[src/rtl/hbd_pkg.sv]
package hbd_pkg;
  localparam int NBR   = 3;
  localparam int NST   = 2 * NBR;
  localparam int WORD  = 16;
  localparam int CNT_W = $clog2(WORD + 2);
  // command word fields
  localparam int B_CLR = 15;
  localparam int B_OCE = 14;
  localparam int B_RUN = 13;
  localparam int B_SPARE = 12;
  // snapshot fields
  localparam int B_TMP = 15;
  localparam int B_OVL = 14;

  typedef struct packed {
    logic [NST-1:0] sel;
    logic [NST-1:0] en;
    logic           run;
    logic           oce;
  } cfg_t;
endpackage

[src/rtl/hbd_serial.sv]
module hbd_serial
  import hbd_pkg::*;
(
  input  logic            clk,
  input  logic            rst_n,
  input  logic            cs_n,
  input  logic            sclk,
  input  logic            sdi,
  input  logic [WORD-1:0] snap,
  input  logic            tmp_now,
  output logic            sdo,
  output logic            wr_stb,
  output logic [WORD-1:0] wr_word
);
  logic            cs_q, sclk_q;
  logic [CNT_W-1:0] cnt;
  logic [WORD-1:0] sh_in, sh_out;
  logic            cs_fall, cs_rise, sck_rise;

  assign cs_fall  = cs_q & ~cs_n;
  assign cs_rise  = ~cs_q & cs_n;
  assign sck_rise = ~sclk_q & sclk & ~cs_n;

  always_ff @(posedge clk or negedge rst_n) begin
    if (!rst_n) begin
      cs_q   <= 1'b1;
      sclk_q <= 1'b0;
      cnt    <= '0;
      sh_in  <= '0;
      sh_out <= '0;
    end else begin
      cs_q   <= cs_n;
      sclk_q <= sclk;
      if (cs_n) begin
        cnt <= '0;
      end else if (cs_fall) begin
        cnt    <= '0;
        sh_out <= snap;
      end else if (sck_rise) begin
        if (cnt != CNT_W'(WORD + 1)) cnt <= cnt + 1'b1;
        sh_in  <= {sh_in[WORD-2:0], sdi};
        sh_out <= {sh_out[WORD-2:0], 1'b0};
      end
    end
  end

  assign wr_stb  = cs_rise && (cnt == CNT_W'(WORD));
  assign wr_word = sh_in;
  assign sdo     = cs_n ? 1'b0 : ((cnt == '0) ? tmp_now : sh_out[WORD-1]);
endmodule

[src/rtl/hbd_protect.sv]
module hbd_protect
  import hbd_pkg::*;
#(
  parameter int OC_FILT = 8
) (
  input  logic           clk,
  input  logic           rst_n,
  input  logic           oce,
  input  logic           clr,
  input  logic [NST-1:0] tshut,
  input  logic [NST-1:0] ocur,
  output logic [NST-1:0] off_lat,
  output logic           ovl
);
  localparam int FW = $clog2(OC_FILT + 1);
  logic [NST-1:0] hit;

  for (genvar g = 0; g < NST; g++) begin : g_stage
    logic [FW-1:0] fc;
    logic          lat;
    logic          trip;

    assign trip   = ocur[g] & oce & (fc == FW'(OC_FILT - 1));
    assign hit[g] = tshut[g] | trip;

    always_ff @(posedge clk or negedge rst_n) begin
      if (!rst_n) begin
        fc  <= '0;
        lat <= 1'b0;
      end else begin
        if (!(ocur[g] & oce)) fc <= '0;
        else if (fc != FW'(OC_FILT)) fc <= fc + 1'b1;
        lat <= hit[g] | (lat & ~(clr & ~tshut[g]));
      end
    end
    assign off_lat[g] = lat;
  end

  always_ff @(posedge clk or negedge rst_n) begin
    if (!rst_n) ovl <= 1'b0;
    else        ovl <= (|hit) | (ovl & ~clr);
  end
endmodule

[src/rtl/hbd_outstage.sv]
module hbd_outstage
  import hbd_pkg::*;
(
  input  logic           clk,
  input  logic           rst_n,
  input  logic [NST-1:0] req,
  output logic [NST-1:0] drv
);
  for (genvar b = 0; b < NBR; b++) begin : g_bridge
    logic [1:0] q;
    always_ff @(posedge clk or negedge rst_n) begin
      if (!rst_n)                 q <= 2'b00;
      else if (&req[2*b +: 2])    q <= 2'b00;
      else                        q <= req[2*b +: 2];
    end
    assign drv[2*b +: 2] = q;
  end
endmodule

[src/rtl/hbd_ctrl.sv]
module hbd_ctrl
  import hbd_pkg::*;
#(
  parameter int OC_FILT = 8
) (
  input  logic           clk,
  input  logic           rst_n,
  input  logic           cs_n,
  input  logic           sclk,
  input  logic           sdi,
  output logic           sdo,
  input  logic           pwm,
  input  logic [NST-1:0] prewarn,
  input  logic [NST-1:0] tshut,
  input  logic [NST-1:0] ocur,
  output logic [NST-1:0] drv
);
  cfg_t            cfg;
  logic            tmp_q;
  logic            ovl_q;
  logic            wr_stb;
  logic [WORD-1:0] wr_word;
  logic [WORD-1:0] snap;
  logic [NST-1:0]  off_lat, status, req;
  logic            clr_hit;
  logic            unused_spare;

  assign clr_hit      = wr_stb & wr_word[B_CLR];
  assign unused_spare = wr_word[B_SPARE];

  always_ff @(posedge clk or negedge rst_n) begin
    if (!rst_n) begin
      cfg   <= '0;
      tmp_q <= 1'b0;
    end else begin
      tmp_q <= |prewarn;
      if (wr_stb) begin
        cfg.en  <= wr_word[NST-1:0];
        cfg.sel <= wr_word[2*NST-1:NST];
        cfg.run <= wr_word[B_RUN];
        cfg.oce <= wr_word[B_OCE];
      end
    end
  end

  assign status = cfg.en & {NST{cfg.run}} & ~off_lat;
  assign req    = status & (~cfg.sel | {NST{pwm}});
  always_comb begin
    snap          = '0;
    snap[B_TMP]   = tmp_q;
    snap[B_OVL]   = ovl_q;
    snap[NST-1:0] = status;
  end

  hbd_serial u_ser (
    .clk(clk), .rst_n(rst_n), .cs_n(cs_n), .sclk(sclk), .sdi(sdi),
    .snap(snap), .tmp_now(tmp_q), .sdo(sdo), .wr_stb(wr_stb), .wr_word(wr_word)
  );

  hbd_protect #(.OC_FILT(OC_FILT)) u_prot (
    .clk(clk), .rst_n(rst_n), .oce(cfg.oce), .clr(clr_hit),
    .tshut(tshut), .ocur(ocur), .off_lat(off_lat), .ovl(ovl_q)
  );

  hbd_outstage u_out (
    .clk(clk), .rst_n(rst_n), .req(req), .drv(drv)
  );
endmodule

[config.mk]
export PLATFORM = sky130hd
export DESIGN_NAME = hbd_ctrl
export DESIGN_NICKNAME = d
export VERILOG_FILES = /design/src/rtl/hbd_pkg.sv /design/src/rtl/hbd_serial.sv /design/src/rtl/hbd_protect.sv /design/src/rtl/hbd_outstage.sv /design/src/rtl/hbd_ctrl.sv
export SDC_FILE = /design/constraint.sdc
export NUM_CORES = 1
export LEC_CHECK = 0
export ABC_AREA = 1
export BUFFER_PORTS_ARGS = -buffer_cell sky130_fd_sc_hd__buf_2
export CELL_PAD_IN_SITES_DETAIL_PLACEMENT = 1
export CELL_PAD_IN_SITES_GLOBAL_PLACEMENT = 1
export CORE_MARGIN = 1.5
export CORE_UTILIZATION = 46
export DETAILED_ROUTE_END_ITERATION = 16
export PLACE_DENSITY = 0.78
export SLEW_MARGIN = 20
export SYNTH_ARGS = -nofsm -noshare
export SYNTH_HDL_FRONTEND = slang
export SYNTH_SLANG_ARGS = --single-unit
[constraint.sdc]
create_clock -name clk -period 1.65 [get_ports clk]
set_input_delay 0.0825 -clock clk [delete_from_list [all_inputs] [get_ports clk]]
set_output_delay 0.0825 -clock clk [all_outputs]
set_load 0.02 [all_outputs]
* Yosys cells after proc, flatten, opt, wreduce, memory -nomap -nowiden
Index checks and enable logic that the tools add are counted.
** Storage, ports and cells
- Logic and storage cells :: 155
- Bits in registers :: 91
** Cells by class
- Equality and inequality tests :: 20
- Reduce and logical (&&, ||, !) cells :: 13
- Bitwise operators :: 66
- Add/subtract/negate cells :: 7
- Muxes and demuxes :: 23
** Operator list (number)
- 4-bit two-way mux :: 12
- 16-bit two-way mux :: 2
- 1-bit bitwise AND :: 30
- 4-bit by 1-bit adder with 4-bit output, second input constant :: 6
- 4-bit by 3-bit equality test with 1-bit output, second input constant :: 6
- 4-bit inequality test, second input constant :: 6
- 5-bit two-way mux :: 4
- 6-bit bitwise AND :: 3
- 1-bit inverter :: 17
- 1-bit bitwise OR :: 13
- 2-bit inequality test, second input constant :: 6
- 6-bit inverter :: 2
- 6-bit OR reduction :: 2
- 2-bit AND reduction :: 5
- 2-bit two-way mux :: 3
- 6-bit bitwise OR :: 1
- 3-bit nonzero test :: 2
- 5-bit by 1-bit adder with 5-bit output, second input constant :: 1
- 5-bit equality test, second input constant :: 1
- 5-bit logical NOT :: 1
- 5-bit inequality test, second input constant :: 1
- 3-bit AND reduction :: 1
- 1-bit two-way mux :: 2
- 2-bit nonzero test :: 1
- 1-bit logical AND :: 1

* Depth between registers and ports, before layout
- Depth after elaboration :: 8
- Gate-level depth with buffers :: 9

* By module
From an unflattened synthesis, not the netlist that was laid out.
** Unflattened totals
- Cell total of the unflattened synthesis :: 525
- Area total of the unflattened synthesis :: 4444.3 µm²
** Modules (own cells, without submodules)
- hbd_serial :: area an instance 1860.5 µm², sequential area each 977.2 µm², times used 1, cells an instance 227
- hbd_protect :: area an instance 1655.3 µm², sequential area each 775.7 µm², times used 1, cells an instance 183
- hbd_ctrl :: area an instance 733.2 µm², sequential area each 375.4 µm², times used 1, cells an instance 97
- hbd_outstage :: area an instance 195.2 µm², sequential area each 150.1 µm², times used 1, cells an instance 18

* Worst setup path after synthesis
Ideal clock, no wire load.
- Kind :: register -> output
- Start :: register u_ser.cnt[0]
- End :: output port sdo
- Stages on the path, launching flop included :: 6
- Arrival time :: 1.164 ns
- Data required time :: 1.567 ns
- Slack :: 0.403 ns
- Cells stage by stage :: dfrtp_1 inv_1 ha_1 nand3_1 o21ai_0 a21oi_1
** On the way
- Cells in the longest elaborated chain, start to end :: 3
** RTL lines
- start, declared :: line hbd_serial.sv:16 : logic [CNT_W-1:0] cnt;
- start signal, assigned :: line hbd_serial.sv:40 : if (cnt != CNT_W'(WORD + 1)) cnt <= cnt + 1'b1;
- 5-bit logical NOT :: line hbd_serial.sv:49 : assign sdo = cs_n ? 1'b0 : ((cnt == '0) ? tmp_now : sh_out[WORD-1]);
- 1-bit two-way mux (2 in a row) :: line hbd_serial.sv:49
- end, declared :: line hbd_ctrl.sv:11 : output logic sdo,
No other way between the ends.

* Worst setup path after layout
- Start :: register u_ser.cnt[1]
- End :: register u_ser.cnt[3]
** On the way
- Cells in the longest elaborated chain, start to end :: 5
- Elaborated cells on any way between the ends :: 8
- Classes of those cells :: add/sub: 1; eq/ne: 1; mux: 4; reduce/logical: 2
** RTL lines
- 5-bit by 1-bit adder with 5-bit output :: line hbd_serial.sv:40
- 5-bit two-way mux :: line hbd_serial.sv:40
- 5-bit two-way mux :: line hbd_serial.sv:39 : end else if (sck_rise) begin
- 5-bit two-way mux :: line hbd_serial.sv:36 : end else if (cs_fall) begin
- 5-bit two-way mux :: line hbd_serial.sv:34 : if (cs_n) begin
Several ways; a longest one is shown, not always the timed one. The select of a mux whose other input is x is not followed.
A chain may end at the register's enable or synchronous reset.

==> flow_summary.json <==
{
  "synth-async-reset-ratio_pct": 100,
  "final.hold.worst_slack_ns": 0.0205,
  "grt_max_degree": 40,
  "cts_num_sinks": 91,
  "cts_made_buffers": 9,
  "grt_util_all_layers_pct": 22.1,
  "first_global_vias": 3453,
  "total_number_of_vias": 3225,
  "grt_first_pass_wirelength_mm": 16.5,
  "cts_root_buffer": "clkbuf_8",
  "synth_area_per_cell_sq_um": 8.87,
  "crit_top_cell": "nand2_1",
  "overflow": 0,
  "worst_slew_pin_slew_ns": 0.543,
  "yosys_most_used_dff": "dfrtp_1",
  "totalNegativeSetupSlack_ns": 0,
  "post_dp_cell_area_sq_um": 4400,
  "detailed_place_hpwl_mm": 6.61,
  "fin_util_pct": 56.2,
  "worst_setup_hold_path_clk_slew_ns": 0.09,
  "synth_edf_count": 0,
  "worst-endpoint-arrival_ns": 1.85,
  "globalplace.congestion": 0.752,
  "critical_path.reg2reg.endpoint": "u_ser.cnt[3]",
  "synth.net_count": 498,
  "cts-htree-levels": 3,
  "antenna_cells": 0,
  "dieArea_sq_um": 9420,
  "synth.distinct_cells": 27,
  "layout_setup_ws_ns": 0.0996,
  "tritoncts_clock_tree": "built",
  "filler_cell_count": 1017,
  "synth.yosys.seq_area_share_pct": 56.0,
  "layout_worst_path_cycle_share_pct": 94.0,
  "min-delay-path-class": "in2reg",
  "instances_no_fill": 633,
  "placementRows": 34,
  "timing.rr.start": "u_ser.cnt[1]",
  "clk-insertion-delay-late_ns": 0.37,
  "setup_failing_eps_final": 0,
  "leakage_nw": 2.45,
  "cp_slowest_stage_delay_ns": 0.38,
  "setup_slack_placement_ns": 0.220,
  "max-slew-margin-rel_pct": 63.8,
  "totalPowerFinal_mw": 4.51,
  "worst_r2r_path_depth": 10,
  "drv_slew": 0,
  "synth-warning-count": 0,
  "worst_ir_drop_vdd_mv": 0.395,
  "result_of_the_run": "finished, final reports clean",
  "ys_top_cells_by_area": "dfrtp_1 (55%), nand2_1 (9.4%), inv_1 (5.8%)",
  "cp_data_required_time_ns": 1.95,
  "timing.final.crit_period_ns": 1.55,
  "drt_wl_total_mm": 9.56,
  "synthCells": 459,
  "post-route-drc-count": 0,
  "drt-initial-drc-count": 121,
  "initial_core_util_pct": 47.1,
  "postRouteAntennaNets": 0,
  "worst_clock_skew_ns": 0.0116,
  "crit_path_cell_trace": "inv_2 > buf_4 > ha_1 > nand2_1 > inv_1 > a21oi_1 > nand2_1 > nand2_1 > nand2_1 > nor2_1",
  "ys_ff_latch": 91,
  "max_freq_mhz": 645,
  "cp-startpoint": "u_ser.cnt[1]",
  "hold_path_startpoint": "ocur[3]",
  "reg2reg_slack_ns": 0.1,
  "max-cap-violations": 0,
  "powerDensity_nw_per_um2": 930,
  "nets": 560,
  "yosys.area.top_type": "dfrtp_1",
  "crit_path_start_kind": "register",
  "worstSetupEndpointType": "register",
  "number_of_search_and_repair_iterations_in_the_first_detailed_routing_pass": 4,
  "clock_tree.buffer_depth": 2,
  "die_height_um": 97.1,
  "routedWlPerCell_um": 15.1,
  "ioPinCount": 31,
  "setup.worst_path.class": "reg2reg",
  "antenna_found_initial": 0,
  "design.core.area_sq_um": 8640,
  "place_inst": 598,
  "post_drt_via_cell_ratio": 5.09,
  "postLayoutCellArea_sq_um": 4850,
  "synth_top_cell_area_share_pct": 55.3,
  "critPathMaxFanout": 3,
  "post_synth_instance_area_sq_um": 4070,
  "timing.final.hold_violations": 0,
  "final_layout_size_suffix_gt1_share_pct": 13.3,
  "layout-area-overhead-vs-synth_pct": 19.2,
  "slowest_stage": "dfrtp_1",
  "die_width_um": 97.1,
  "worstHoldEndpoint": "u_prot.g_stage[3].fc[3]",
  "portBuffers": 30,
  "min_path_cells": 3
}
==> worst max-delay path, delay by kind of cell (launching register included) <==
kind | cells | cell delay (ns)
buffers and inverters | 3 | 0.28
DFF | 1 | 0.38
and+or+nand+nor | 5 | 0.38
adders and majority gates | 1 | 0.18
AOI/OAI and AO/OA | 1 | 0.28
==> sequential cells by signal, summed over array words and instances (netlist names), 5 cells and up <==
name / cells
u_out.g_bridge.q: 6
cfg: 14
u_prot.g_stage.lat: 6
u_ser.cnt: 5
u_ser.sh_out: 16
u_prot.g_stage.fc: 24
u_ser.wr_word: 16
==> layout by cell type (no fill, tap or decap) <==
cell type      instances
nand3b_1               1
o21ai_1                1
nand3_1               33
nor3_1                 1
ha_1                  14
or2_2                  1
inv_1                 62
dfstp_2                1
inv_2                  3
clkinv_2               1
nor4_1                 1
a21oi_1               29
buf_2                 29
o211ai_1               3
dlygate4sd3_1         17
ha_4                   1
buf_4                 11
xor2_1                 9
o22ai_1                6
nand2_1              102
clkinv_4               1
nor3b_1                2
dfrtp_1               90
nand3_2                2
nor2_4                 3
nand2_2                2
o21ai_0               37
clkbuf_8               9
inv_6                  1
bufinv_16              3
buf_12                 2
nand4_1                2
and3_1                 3
nor2_1                42
==> layout make-up <==
type / count / area, sq um / share of cell area (%)
tap: 108 / 135 / 2.79
inverter: 65 / 244 / 5.03
clock inverter: 6 / 113 / 2.32
clock buffer: 9 / 124 / 2.55
multi-input combinational: 295 / 1520 / 31.3
timing repair buffer: 59 / 438 / 9.03
sequential: 91 / 2280 / 47.0
==> worst max-delay path by stage <==
| stage | end | slack (ns) |
|---|---|---|
| floorplan | sdo | 0.40 |
| global placement | cfg[0] | 0.32 |
| detailed placement | u_prot.ovl | 0.22 |
| CTS | sdo | 0.02 |
| global route | u_ser.cnt[3] | -0.04 |
| finish | u_ser.cnt[3] | 0.1 |
==> routing by layer <==
layer  global-route usage (%)  part of all wire [%]
met1                     28.7                    46
met2                     37.0                    50
met3                     4.82                   2.9
met4                     7.25                   1.6
met5                        0                     0
==> power breakdown <==
group | switching (mW) | total, mW | internal [mW] | leakage [nW]
Sequential | 0.0522 | 2.37 | 2.32 | 1.20
Combinational | 0.206 | 0.334 | 0.128 | 1.13
Clock | 0.799 | 1.80 | 1.00 | 0.120
Total | 1.06 | 4.51 | 3.45 | 2.45
==> logic make-up after synthesis <==
kind of cell | count (synthesis) | share of synthesized area (%)
XOR/XNOR | 9 | 1.94
adder cells (fa/ha/maj) | 15 | 4.61
flip-flops | 91 | 56.0
AND/OR/NAND/NOR | 195 | 20.6
AO/OA/AOI/OAI | 76 | 9.71
buffers and inverters | 73 | 7.16
==> repair_timing <==
item                                    CTS  global route
gates cloned                              0             0
resized for setup                         2             3
hold endpoints to repair                 47             0
hold buffers                             17             0
setup buffers                             1             2
pin swaps                                 0             2
endpoints found under the setup margin    1             1
==> synth_stat cells, types with 3 or more instances <==
library cell / n
a21oi_1: 29
xor2_1: 9
nand3_1: 34
o211ai_1: 3
and3_1: 3
nor2_1: 42
buf_2: 5
inv_1: 63
dfrtp_1: 90
o21ai_0: 38
nor2_4: 3
nand2_1: 102
ha_1: 15
o22ai_1: 6
No activity file was read; power rests on OpenSTA's default activity.
